--- config.mk ---
export PLATFORM = sky130hd
export DESIGN_NAME = bulkin_pingpong
export DESIGN_NICKNAME = d
export VERILOG_FILES = /design/src/rtl/bip_pkg.sv /design/src/rtl/bip_bank_mem.sv /design/src/rtl/bip_cpu_side.sv /design/src/rtl/bip_sie_side.sv /design/src/rtl/bulkin_pingpong.sv
export SDC_FILE = /design/constraint.sdc
export NUM_CORES = 1
export LEC_CHECK = 0
export BUFFER_PORTS_ARGS = -buffer_cell sky130_fd_sc_hd__buf_2
export CORE_MARGIN = 3
export CORE_UTILIZATION = 45
export CTS_BUF_LIST = sky130_fd_sc_hd__clkbuf_4
export DETAILED_ROUTE_END_ITERATION = 8
export PLACE_DENSITY = 0.72
export SETUP_SLACK_MARGIN = 0.02
export SLEW_MARGIN = 20
export SYNTH_ARGS = -nofsm -noshare
export SYNTH_HDL_FRONTEND = slang
export SYNTH_HIERARCHICAL = 1
export SYNTH_SLANG_ARGS = --single-unit
--- constraint.sdc ---
create_clock -name clk -period 4.65 [get_ports clk]
set_clock_uncertainty 0.15 [all_clocks]
set_input_delay 0.2325 -clock clk [delete_from_list [all_inputs] [get_ports clk]]
set_output_delay 0.2325 -clock clk [all_outputs]
set_load 0.02 [all_outputs]
--- src/rtl/bip_pkg.sv ---
package bip_pkg;
  // Response the SIE side gives to an IN token.
  typedef enum logic [1:0] {
    RESP_NONE = 2'd0,
    RESP_DATA = 2'd1,
    RESP_NAK  = 2'd2
  } resp_e;
endpackage

--- src/rtl/bip_bank_mem.sv ---
module bip_bank_mem #(
  parameter int unsigned DATA_W  = 8,
  parameter int unsigned DEPTH   = 64,
  parameter int unsigned N_BANKS = 2,
  localparam int unsigned PTR_W  = $clog2(DEPTH),
  localparam int unsigned SEL_W  = (N_BANKS > 1) ? $clog2(N_BANKS) : 1
) (
  input  logic              clk,
  input  logic              wr_en,
  input  logic [SEL_W-1:0]  wr_bank,
  input  logic [PTR_W-1:0]  wr_addr,
  input  logic [DATA_W-1:0] wr_data,
  input  logic [SEL_W-1:0]  rd_bank,
  input  logic [PTR_W-1:0]  rd_addr,
  output logic [DATA_W-1:0] rd_data
);
  logic [DATA_W-1:0] bank_q [N_BANKS];

  for (genvar b = 0; b < N_BANKS; b++) begin : g_bank
    logic [DATA_W-1:0] mem [DEPTH];
    logic              bank_we;

    assign bank_we = wr_en && (wr_bank == SEL_W'(b));

    always_ff @(posedge clk) begin
      if (bank_we) mem[wr_addr] <= wr_data;
    end

    assign bank_q[b] = mem[rd_addr];
  end

  assign rd_data = bank_q[rd_bank];
endmodule

--- src/rtl/bip_cpu_side.sv ---
module bip_cpu_side #(
  parameter int unsigned DEPTH = 64,
  localparam int unsigned CNT_W = $clog2(DEPTH + 1),
  localparam int unsigned PTR_W = $clog2(DEPTH)
) (
  input  logic             clk,
  input  logic             rst_n,
  input  logic             wr_en,
  input  logic             clear,
  input  logic             data_end_set,
  input  logic             swap,
  output logic             wr_accept,
  output logic [PTR_W-1:0] wr_addr,
  output logic [CNT_W-1:0] cnt,
  output logic             full,
  output logic             dend
);
  logic [CNT_W-1:0] cnt_q, cnt_d;
  logic             dend_q, dend_d;

  assign full      = (cnt_q == CNT_W'(DEPTH));
  assign wr_accept = wr_en && !full && !dend_q;
  assign wr_addr   = cnt_q[PTR_W-1:0];

  always_comb begin
    cnt_d  = cnt_q;
    dend_d = dend_q;
    if (swap)           cnt_d = '0;
    else if (clear)     cnt_d = '0;
    else if (wr_accept) cnt_d = cnt_q + CNT_W'(1);
    if (swap)              dend_d = 1'b0;
    else if (data_end_set) dend_d = 1'b1;
  end

  always_ff @(posedge clk or negedge rst_n) begin
    if (!rst_n) begin
      cnt_q  <= '0;
      dend_q <= 1'b0;
    end else begin
      cnt_q  <= cnt_d;
      dend_q <= dend_d;
    end
  end

  assign cnt  = cnt_q;
  assign dend = dend_q;


  cnt_range_chk: assert property (@(posedge clk) disable iff (!rst_n)
    cnt_q <= CNT_W'(DEPTH));

  dend_clear_chk: assert property (@(posedge clk) disable iff (!rst_n)
    swap |=> !dend_q);

  closed_hold_chk: assert property (@(posedge clk) disable iff (!rst_n)
    (dend_q && !swap && !clear) |=> $stable(cnt_q));
endmodule

--- src/rtl/bip_sie_side.sv ---
module bip_sie_side
  import bip_pkg::*;
#(
  parameter int unsigned DEPTH = 64,
  localparam int unsigned CNT_W = $clog2(DEPTH + 1)
) (
  input  logic             clk,
  input  logic             rst_n,
  input  logic             load,
  input  logic [CNT_W-1:0] load_len,
  input  logic             tx_enable,
  input  logic             in_token,
  input  logic             rd_en,
  input  logic             ack,
  input  logic             noack,
  input  logic             irq_clr,
  output logic             valid,
  output logic [CNT_W-1:0] len,
  output logic [CNT_W-1:0] rd_ptr,
  output logic             resp_data,
  output logic             resp_nak,
  output logic             tx_done
);
  logic             valid_q, valid_d;
  logic [CNT_W-1:0] len_q, len_d;
  logic [CNT_W-1:0] ptr_q, ptr_d;
  resp_e            resp_q, resp_d;
  logic             done_q, done_d;
  logic             release_pkt;

  assign release_pkt = ack && valid_q;

  always_comb begin
    valid_d = valid_q;
    len_d   = len_q;
    ptr_d   = ptr_q;
    resp_d  = RESP_NONE;
    done_d  = done_q;
    if (load) begin
      valid_d = 1'b1;
      len_d   = load_len;
    end else if (release_pkt) begin
      valid_d = 1'b0;
    end
    if (ack || noack || load)                      ptr_d = '0;
    else if (rd_en && valid_q && (ptr_q < len_q))  ptr_d = ptr_q + CNT_W'(1);
    if (in_token) resp_d = (valid_q && tx_enable) ? RESP_DATA : RESP_NAK;
    if (release_pkt)  done_d = 1'b1;
    else if (irq_clr) done_d = 1'b0;
  end

  always_ff @(posedge clk or negedge rst_n) begin
    if (!rst_n) begin
      valid_q <= 1'b0;
      len_q   <= '0;
      ptr_q   <= '0;
      resp_q  <= RESP_NONE;
      done_q  <= 1'b0;
    end else begin
      valid_q <= valid_d;
      len_q   <= len_d;
      ptr_q   <= ptr_d;
      resp_q  <= resp_d;
      done_q  <= done_d;
    end
  end

  assign valid     = valid_q;
  assign len       = len_q;
  assign rd_ptr    = ptr_q;
  assign resp_data = (resp_q == RESP_DATA);
  assign resp_nak  = (resp_q == RESP_NAK);
  assign tx_done   = done_q;


  resp_excl_chk: assert property (@(posedge clk) disable iff (!rst_n)
    $onehot0({resp_data, resp_nak}));

  token_reply_chk: assert property (@(posedge clk) disable iff (!rst_n)
    in_token |=> (resp_data || resp_nak));

  ack_done_chk: assert property (@(posedge clk) disable iff (!rst_n)
    (ack && valid_q) |=> (tx_done && !valid_q));

  noack_rewind_chk: assert property (@(posedge clk) disable iff (!rst_n)
    noack |=> (ptr_q == '0));

  ptr_bound_chk: assert property (@(posedge clk) disable iff (!rst_n)
    ptr_q <= len_q);
endmodule

--- src/rtl/bulkin_pingpong.sv ---
module bulkin_pingpong #(
  parameter int unsigned DATA_W     = 8,
  parameter int unsigned BANK_BYTES = 64,
  localparam int unsigned CNT_W     = $clog2(BANK_BYTES + 1),
  localparam int unsigned PTR_W     = $clog2(BANK_BYTES)
) (
  input  logic              clk,
  input  logic              rst_n,
  input  logic              cpu_wr_en,
  input  logic [DATA_W-1:0] cpu_wr_data,
  output logic [DATA_W-1:0] cpu_rd_data,
  input  logic              cpu_data_end,
  input  logic              cpu_clear,
  input  logic              cpu_tx_enable,
  input  logic              cpu_irq_clr,
  output logic              data_end_pending,
  output logic              data_present,
  output logic              tx_done,
  output logic              irq,
  input  logic              sie_in_token,
  output logic              sie_resp_data,
  output logic              sie_resp_nak,
  output logic [CNT_W-1:0]  sie_pkt_len,
  input  logic              sie_rd_en,
  output logic [DATA_W-1:0] sie_rd_data,
  input  logic              sie_ack,
  input  logic              sie_noack
);
  // Reset: asserted asynchronously, released on the clock.
  logic [1:0] rst_sync_q;
  logic       rst_q;

  always_ff @(posedge clk or negedge rst_n) begin
    if (!rst_n) rst_sync_q <= 2'b00;
    else        rst_sync_q <= {rst_sync_q[0], 1'b1};
  end
  assign rst_q = rst_sync_q[1];

  logic             cpu_sel_q, cpu_sel_d;
  logic             swap;
  logic             wr_accept;
  logic [PTR_W-1:0] wr_addr;
  logic [CNT_W-1:0] cpu_cnt;
  logic             cpu_full;
  logic             cpu_dend;
  logic             sie_valid;
  logic [CNT_W-1:0] sie_len;
  logic [CNT_W-1:0] sie_ptr;
  logic             done;

  assign swap      = !sie_valid && (cpu_full || cpu_dend);
  assign cpu_sel_d = swap ? !cpu_sel_q : cpu_sel_q;

  always_ff @(posedge clk or negedge rst_q) begin
    if (!rst_q) cpu_sel_q <= 1'b0;
    else        cpu_sel_q <= cpu_sel_d;
  end

  bip_cpu_side #(.DEPTH(BANK_BYTES)) u_cpu (
    .clk          (clk),
    .rst_n        (rst_q),
    .wr_en        (cpu_wr_en),
    .clear        (cpu_clear),
    .data_end_set (cpu_data_end),
    .swap         (swap),
    .wr_accept    (wr_accept),
    .wr_addr      (wr_addr),
    .cnt          (cpu_cnt),
    .full         (cpu_full),
    .dend         (cpu_dend)
  );

  bip_sie_side #(.DEPTH(BANK_BYTES)) u_sie (
    .clk       (clk),
    .rst_n     (rst_q),
    .load      (swap),
    .load_len  (cpu_cnt),
    .tx_enable (cpu_tx_enable),
    .in_token  (sie_in_token),
    .rd_en     (sie_rd_en),
    .ack       (sie_ack),
    .noack     (sie_noack),
    .irq_clr   (cpu_irq_clr),
    .valid     (sie_valid),
    .len       (sie_len),
    .rd_ptr    (sie_ptr),
    .resp_data (sie_resp_data),
    .resp_nak  (sie_resp_nak),
    .tx_done   (done)
  );

  bip_bank_mem #(.DATA_W(DATA_W), .DEPTH(BANK_BYTES), .N_BANKS(2)) u_mem (
    .clk     (clk),
    .wr_en   (wr_accept),
    .wr_bank (cpu_sel_q),
    .wr_addr (wr_addr),
    .wr_data (cpu_wr_data),
    .rd_bank (!cpu_sel_q),
    .rd_addr (sie_ptr[PTR_W-1:0]),
    .rd_data (sie_rd_data)
  );

  assign cpu_rd_data      = '0;
  assign data_end_pending = cpu_dend;
  assign data_present     = sie_valid;
  assign sie_pkt_len      = sie_len;
  assign tx_done          = done;
  assign irq              = done;


  swap_cause_chk: assert property (@(posedge clk) disable iff (!rst_q)
    $rose(data_present) |-> $past(cpu_full || cpu_dend));

  bank_flip_chk: assert property (@(posedge clk) disable iff (!rst_q)
    $rose(data_present) |-> (cpu_sel_q != $past(cpu_sel_q)));

  sie_hold_chk: assert property (@(posedge clk) disable iff (!rst_q)
    (sie_valid && !sie_ack) |=> $stable(sie_len));
endmodule

==> results of run 1 <==
==> per-stage QoR <==
| stage | utilization | instances | total power, µW | cell area [µm²] |
|---|---|---|---|---|
| global route | 0.525 | 3494 | 19500 | 47400 |
| detailed placement | 0.479 | 3008 | 11700 | 43300 |
| floorplan | - | 1809 | 11300 | 41300 |
| global placement | 0.479 | 3008 | 11700 | 43300 |
| CTS | 0.522 | 3477 | 18900 | 47200 |
| finish | 0.525 | 3494 | 18800 | 47400 |
==> worst reg2reg max path: stages, from the launching register on <==
cell     delay, ns
dfrtp_1       0.62
inv_1         0.12
ha_1          0.20
and2_1        0.16
a21oi_1       0.27
and2_1        0.38
nand2_1       0.56
nor2_1        1.01
==> area by class of cell <==
cell class / count / area [µm²] / area share
antenna: 6 / 15.0 / 0.000317
clock buffer: 346 / 2600 / 0.0548
clock inverter: 70 / 425 / 0.00897
inverter: 29 / 109 / 0.00229
multi-input combinational: 619 / 9160 / 0.193
sequential: 1053 / 31500 / 0.664
tap: 1176 / 1470 / 0.0310
timing repair buffer: 195 / 2160 / 0.0455
==> sequential cells by signal, summed over array words and instances, names as in the netlist <==
register and count:
rst_sync_q 2, u_sie/valid 1, u_mem/g_bank.mem 1024, u_sie/resp_q 2
u_cpu/dend 1, u_sie/rd_ptr 7, u_sie/tx_done 1, cpu_sel_q 1
u_sie/len 7, u_cpu/cnt 7
==> cells in the final DEF (no fill, tap or decap), types with 4 or more instances in the layout <==
cell type,instances
buf_2,25
nor2_1,141
dfrtp_1,23
clkbuf_16,8
buf_4,89
o21ai_0,9
mux4_2,336
ha_1,9
conb_1,9
a21oi_1,4
nor2b_1,4
buf_16,15
dlygate4sd3_1,35
edfxtp_1,1024
or3_1,6
clkbuf_4,346
xnor2_1,6
nand3_1,10
nand2_1,29
buf_6,8
diode_2,6
inv_6,5
inv_1,29
buf_12,14
clkinv_1,44
nand3b_1,7
mux2_4,6
clkinv_2,10
==> layer usage <==
layer / up-vias / GRT usage / share of wire
li1: 8409 / - / -
met1: 11000 / 0.293 / 0.39
met2: 1274 / 0.316 / 0.48
met3: 114 / 0.0559 / 0.11
met4: 0 / 0.0562 / 0.017
met5: - / 0 / 0
==> power breakdown <==
part | internal, µW | switching, µW
logic | 426 | 707
registers | 10500 | 53.6
clock network | 3590 | 3520
total | 14500 | 4280
==> path summary, 6_finish.rpt <==
kind                                       from                          to  slack [ns]  depth (start not counted)
worst max-delay path            u_sie/rd_ptr[0]              sie_rd_data[2]       -0.02                          9
worst min-delay path             cpu_wr_data[1]  u_mem/g_bank[1].mem[57][1]         0.1                          2
worst max register to register     u_cpu/cnt[0]  u_mem/g_bank[1].mem[32][4]        0.76                          7
worst min register to register    rst_sync_q[1]                u_sie/len[5]        0.13                          0
max in group asynchronous         rst_sync_q[1]             u_sie/rd_ptr[1]        3.73                          0
min in group asynchronous         rst_sync_q[1]                u_sie/len[5]        0.13                          0
==> cell families (layout without fill, tap and decap cells) <==
| family | count (synthesis) | after routing | share of synthesized area |
|---|---|---|---|
| xor+xnor | 7 | 7 | 0.00149 |
| compound gates | 33 | 33 | 0.00725 |
| simple gates | 214 | 214 | 0.0229 |
| buf+inv | 137 | 640 | 0.0159 |
| mux | 347 | 347 | 0.186 |
| fa+ha+maj | 9 | 9 | 0.00273 |
| flops | 1053 | 1053 | 0.763 |
| other cells | 2 | 15 | 0.000182 |
==> what timing repair did <==
item                                   in CTS  in global routing
setup endpoints to repair                   8                  8
gates resized for setup                    34                  7
cloned                                      9                  8
endpoints found under the hold margin     904                  0
hold buffers                               35                  0
buffers inserted                            9                  4
==> summary.txt, run 1 <==
root buf cell: clkbuf_4
total clock sinks: 1053
YS warnings: 6
I/O pin count: 48
WP buf/inv: 5
CP endpoint kind: primary output
Die H: 309 µm
total CTS buffers: 238
Avg Cell Area, Syn: 22.9 µm²
share of cells above drive strength 1: 0.390
Iteration-0 DRC Markers: 2593
layout filler cell count: 6775
CTS tree: done
synth unique cells: 48
Worst Path Required: 4.27 ns
final-report hold violation count: 0
post-route ant nets: 0
Max H-tree Level: 4
vias per cell: 5.94
Hold WS: 0.0985 ns
Clock Latency Late Sink: 1.12 ns
vias in the first global route: 20900
Synth top area share: 0.745
first-pass GRT wire length: 142000 µm
vias: 20800
failing checks: negative setup slack
GRT Util Overall: 0.205
LEAKAGE: 0.0148 µW
Finish-stage setup viols: 2
number of port buffers: 39
Die Wd: 309 µm
top cells by count, synth: edfxtp_1, mux4_2, nor2_1
top_reg_cell synth: edfxtp_1
CP peak stage delay: 0.56 ns
critical path arrival: 4.29 ns
Final Net Count: 2164
post-DP HPWL: 57100 µm
initial antenna violation count: 3
drt drc: 0
Power Density: 396 nW/µm²
unrepaired setup endpoints after global routing: yes
Mapped Cells: 1802
highest fanout seen on the critical path: 6
family with the most delay on the worst path: multiplexers
cell accounting for the most synthesized area: edfxtp_1
setup_tns: -0.0243 ns
Die Area: 95300 µm²
period utilisation layout: 1.00
Final Wtd Congestion: 0.818
HP Class: primary input to flip-flop
total gr overflow: 0
Async SR Flop Fraction: 0.0275
Slew Limit Fails: 0
largest net degree at the start of global routing: 82
Final Critical Period: 4.67 ns
first-pass detailed-route iteration total: 5
Core Rows: 110
pre-CTS setup slack: 0.838 ns
Post-Synthesis Cell Area: 41200 µm²
largest cells by area after synthesis: edfxtp_1, mux4_2, dfrtp_1, nor2_1, buf_4
worst-margin pin slew: 1.07 ns
CTS clk-pin slew, worst paths: 0.06 ns
#FFs+latches synth: 1053
Routed WL: 97300 µm
core area: 90400 µm²
run status: finished with violations
EDFF count, synth: 1024
Slew HR: 0.284
post-DR wirelength/cell: 27.8 µm
critical-path cell list: buf_16, buf_16, buf_12, buf_16, mux4_2, mux4_2, mux4_2, mux2_4, buf_6
Crit Path Category: flip-flop to primary output
Critical Path Start Type: flip-flop
Max Freq: 214 MHz
CTS max path bufs: 3
top-count cell post-synth: edfxtp_1
slowest CP cell: mux4_2
Peak VDD IR: 0.000216 V
max cap viols: 0
post-synthesis sequential area ratio: 0.763
worst setup margin: -0.0220 ns
P&R area growth vs syn: 15.0%
Initial Util: 0.456
Power figures use the tool's default switching activity.
==> run 2, diff against run 1 <==
--- a/config.mk
+++ b/config.mk
@@ -11,6 +11,7 @@
 export CTS_BUF_LIST = sky130_fd_sc_hd__clkbuf_4
 export DETAILED_ROUTE_END_ITERATION = 8
 export PLACE_DENSITY = 0.72
+export RECOVER_POWER = 100
 export SETUP_SLACK_MARGIN = 0.02
 export SLEW_MARGIN = 20
 export SYNTH_ARGS = -nofsm -noshare
==> run 2 against run 1 <==
  * The flow finishes with violations (max-capacitance violations, max-slew violations, negative setup slack)
  * Maximum frequency is 0.17% lower
  * Combinational power hardly changed
  * Clock power hardly changed
  * Worst hold slack better by 0.10 ns
  * Critical path depth stayed put
  * Sequential power hardly changed
  * Worst setup slack worse by 0.0081 ns
  * Design area is 0.68% lower
  * Non-clock buffer count stayed put
  * Power hardly changed
  * Via count is 0.40% lower
  * Critical endpoint unchanged
==> summary.txt, run 2 (synthesis gave the netlist of run 1 again) <==
Peak VDD IR: 0.000217 V (+0.68%)
number of port buffers: 39 (unchanged)
worst setup margin: -0.0301 ns (-0.00815 ns)
drt drc: 0 (unchanged)
Critical Path Start Type: flip-flop
run status: finished with violations
first-pass GRT wire length: 142000 µm (unchanged)
total clock sinks: 1053 (unchanged)
share of cells above drive strength 1: 0.354 (-0.0363)
core area: 90400 µm² (unchanged)
period utilisation layout: 1.01 (+0.00175)
GRT Util Overall: 0.205 (unchanged)
post-DP HPWL: 57100 µm (unchanged)
Area after DPL: 43300 µm² (unchanged)
failing checks: max-capacitance violations, max-slew violations, negative setup slack
initial antenna violation count: 2 (-1)
Max Freq: 214 MHz (-0.17%)
worst-margin pin slew: 3.72 ns (+2.65 ns)
Final Instance Count excl. Fillers: 3494 (unchanged)
most frequent cells in the layout: edfxtp_1, clkbuf_4, mux4_2, nor2_1, clkbuf_1
LEAKAGE: 0.0145 µW (-2.4%)
Die Wd: 309 µm (unchanged)
Power Density: 398 nW/µm² (+0.65%)
unrepaired setup endpoints after global routing: yes
CTS max path bufs: 3 (unchanged)
largest net degree at the start of global routing: 82 (unchanged)
Final Critical Period: 4.68 ns (+0.00815 ns)
vias per cell: 5.92 (-0.40%)
final-report hold violation count: 0 (unchanged)
Core Rows: 110 (unchanged)
total CTS buffers: 238 (unchanged)
Iteration-0 DRC Markers: 2674 (+3.1%)
first-pass detailed-route iteration total: 6 (+1)
CTS clk-pin slew, worst paths: 0.06 ns (about the same)
P&R area growth vs syn: 14.2%
CTS tree: done
most common cell after layout, fill and taps aside: edfxtp_1
I/O pin count: 48 (unchanged)
HP Class: flip-flop to flip-flop
critical path arrival: 4.30 ns (about the same)
max reg flops: 1024 (unchanged)
layout filler cell count: 6870 (+1.4%)
Max H-tree Level: 4 (unchanged)
Die H: 309 µm (unchanged)
Largest Register: u_mem/g_bank.mem
Final Net Count: 2164 (unchanged)
fin util: 0.521 (-0.00357)
Final Wtd Congestion: 0.818 (unchanged)
max cap viols: 10 (+10)
root buf cell: clkbuf_4
highest fanout seen on the critical path: 6 (unchanged)
Slew Limit Fails: 696 (+696)
CP endpoint kind: primary output
Crit Path Category: flip-flop to primary output
Slew HR: -1.48 (-1.76)
Worst Path Required: 4.27 ns (about the same)
post-route ant nets: 0 (unchanged)
Finish-stage setup viols: 2 (unchanged)
Initial Util: 0.456 (unchanged)
total gr overflow: 0 (unchanged)
setup_tns: -0.0449 ns (-0.0207 ns)
Finished Cell Area: 47100 µm² (-0.68%)
Routed WL: 97300 µm (about the same)
vias in the first global route: 20900 (unchanged)
Clock Latency Late Sink: 1.12 ns (about the same)
post-DR wirelength/cell: 27.8 µm (about the same)
Hold WS: 0.199 ns (+0.101 ns)
vias: 20700 (-0.40%)
Die Area: 95300 µm² (unchanged)
Post-Place Cells: 3008 (unchanged)
-- run 2: final cells by class --
cell class                 count  area [µm²]  share of cell area
antenna                        6        15.0            0.000319
clock buffer                 346        2600              0.0551
clock inverter                70         425             0.00903
inverter                      29         109             0.00231
multi-input combinational    619        9130               0.194
sequential                  1053       31500               0.668
tap                         1176        1470              0.0312
timing repair buffer         195        1870              0.0397
-- run 2: worst paths after layout --
path / endpoint / depth (start not counted) / start / slack (ns)
hold / removal: rst_sync_q[1] / 0 / rst_sync_q[0] / 0.20
min in group asynchronous: u_sie/len[5] / 0 / rst_sync_q[1] / 0.33
max in group asynchronous: u_sie/rd_ptr[1] / 0 / rst_sync_q[1] / 3.17
setup / recovery: sie_rd_data[2] / 9 / u_sie/rd_ptr[0] / -0.03
setup reg to reg: u_mem/g_bank[1].mem[36][3] / 9 / u_cpu/cnt[0] / 0.52
hold reg to reg: rst_sync_q[1] / 0 / rst_sync_q[0] / 0.20
-- run 2: report_power, final --
| group | total [µW] | leakage, µW | switching (µW) | internal [µW] |
|---|---|---|---|---|
| Combinational | 1110 | 0.00307 | 708 | 402 |
| Clock | 7110 | 0.00180 | 3520 | 3590 |
| Sequential | 10500 | 0.00958 | 51.6 | 10500 |
-- run 2: critical path: stages (launching register included) --
cell     delay [ns]
dfrtp_4        0.52
buf_16         0.18
buf_16         0.16
buf_12         0.13
buf_16         0.13
mux4_2         0.46
mux4_2         0.54
mux4_2         0.56
mux2_4         0.34
buf_6          0.14
-- run 2: per-layer routing --
layer | global-route usage | part of all wire | routed length, µm | up-vias
li1 | - | - | - | 8404
met1 | 0.293 | 0.40 | 38500 | 11000
met2 | 0.316 | 0.48 | 47100 | 1199
met3 | 0.0559 | 0.10 | 10100 | 111
met4 | 0.0562 | 0.016 | 1560 | 0
met5 | 0 | 0 | 0 | -
-- run 2: through the flow --
step | total power (µW) | worst slack, ns
6_report | 18800 | -0.0301
5_1_grt | 19500 | -0.156
4_1_cts | 18900 | -0.132
3_5_place_dp | 11700 | 0.838
3_3_place_gp | 11700 | 0.848
2_1_floorplan | 11300 | 1.35
-- run 2: what timing repair did --
action | 4_1_cts | 5_1_grt
setup endpoints to repair | 8 | 8
buffers inserted | 9 | 4
cloned | 9 | 8
hold endpoints to repair | 904 | 0
gates resized for setup | 34 | 7
hold buffers | 35 | 0
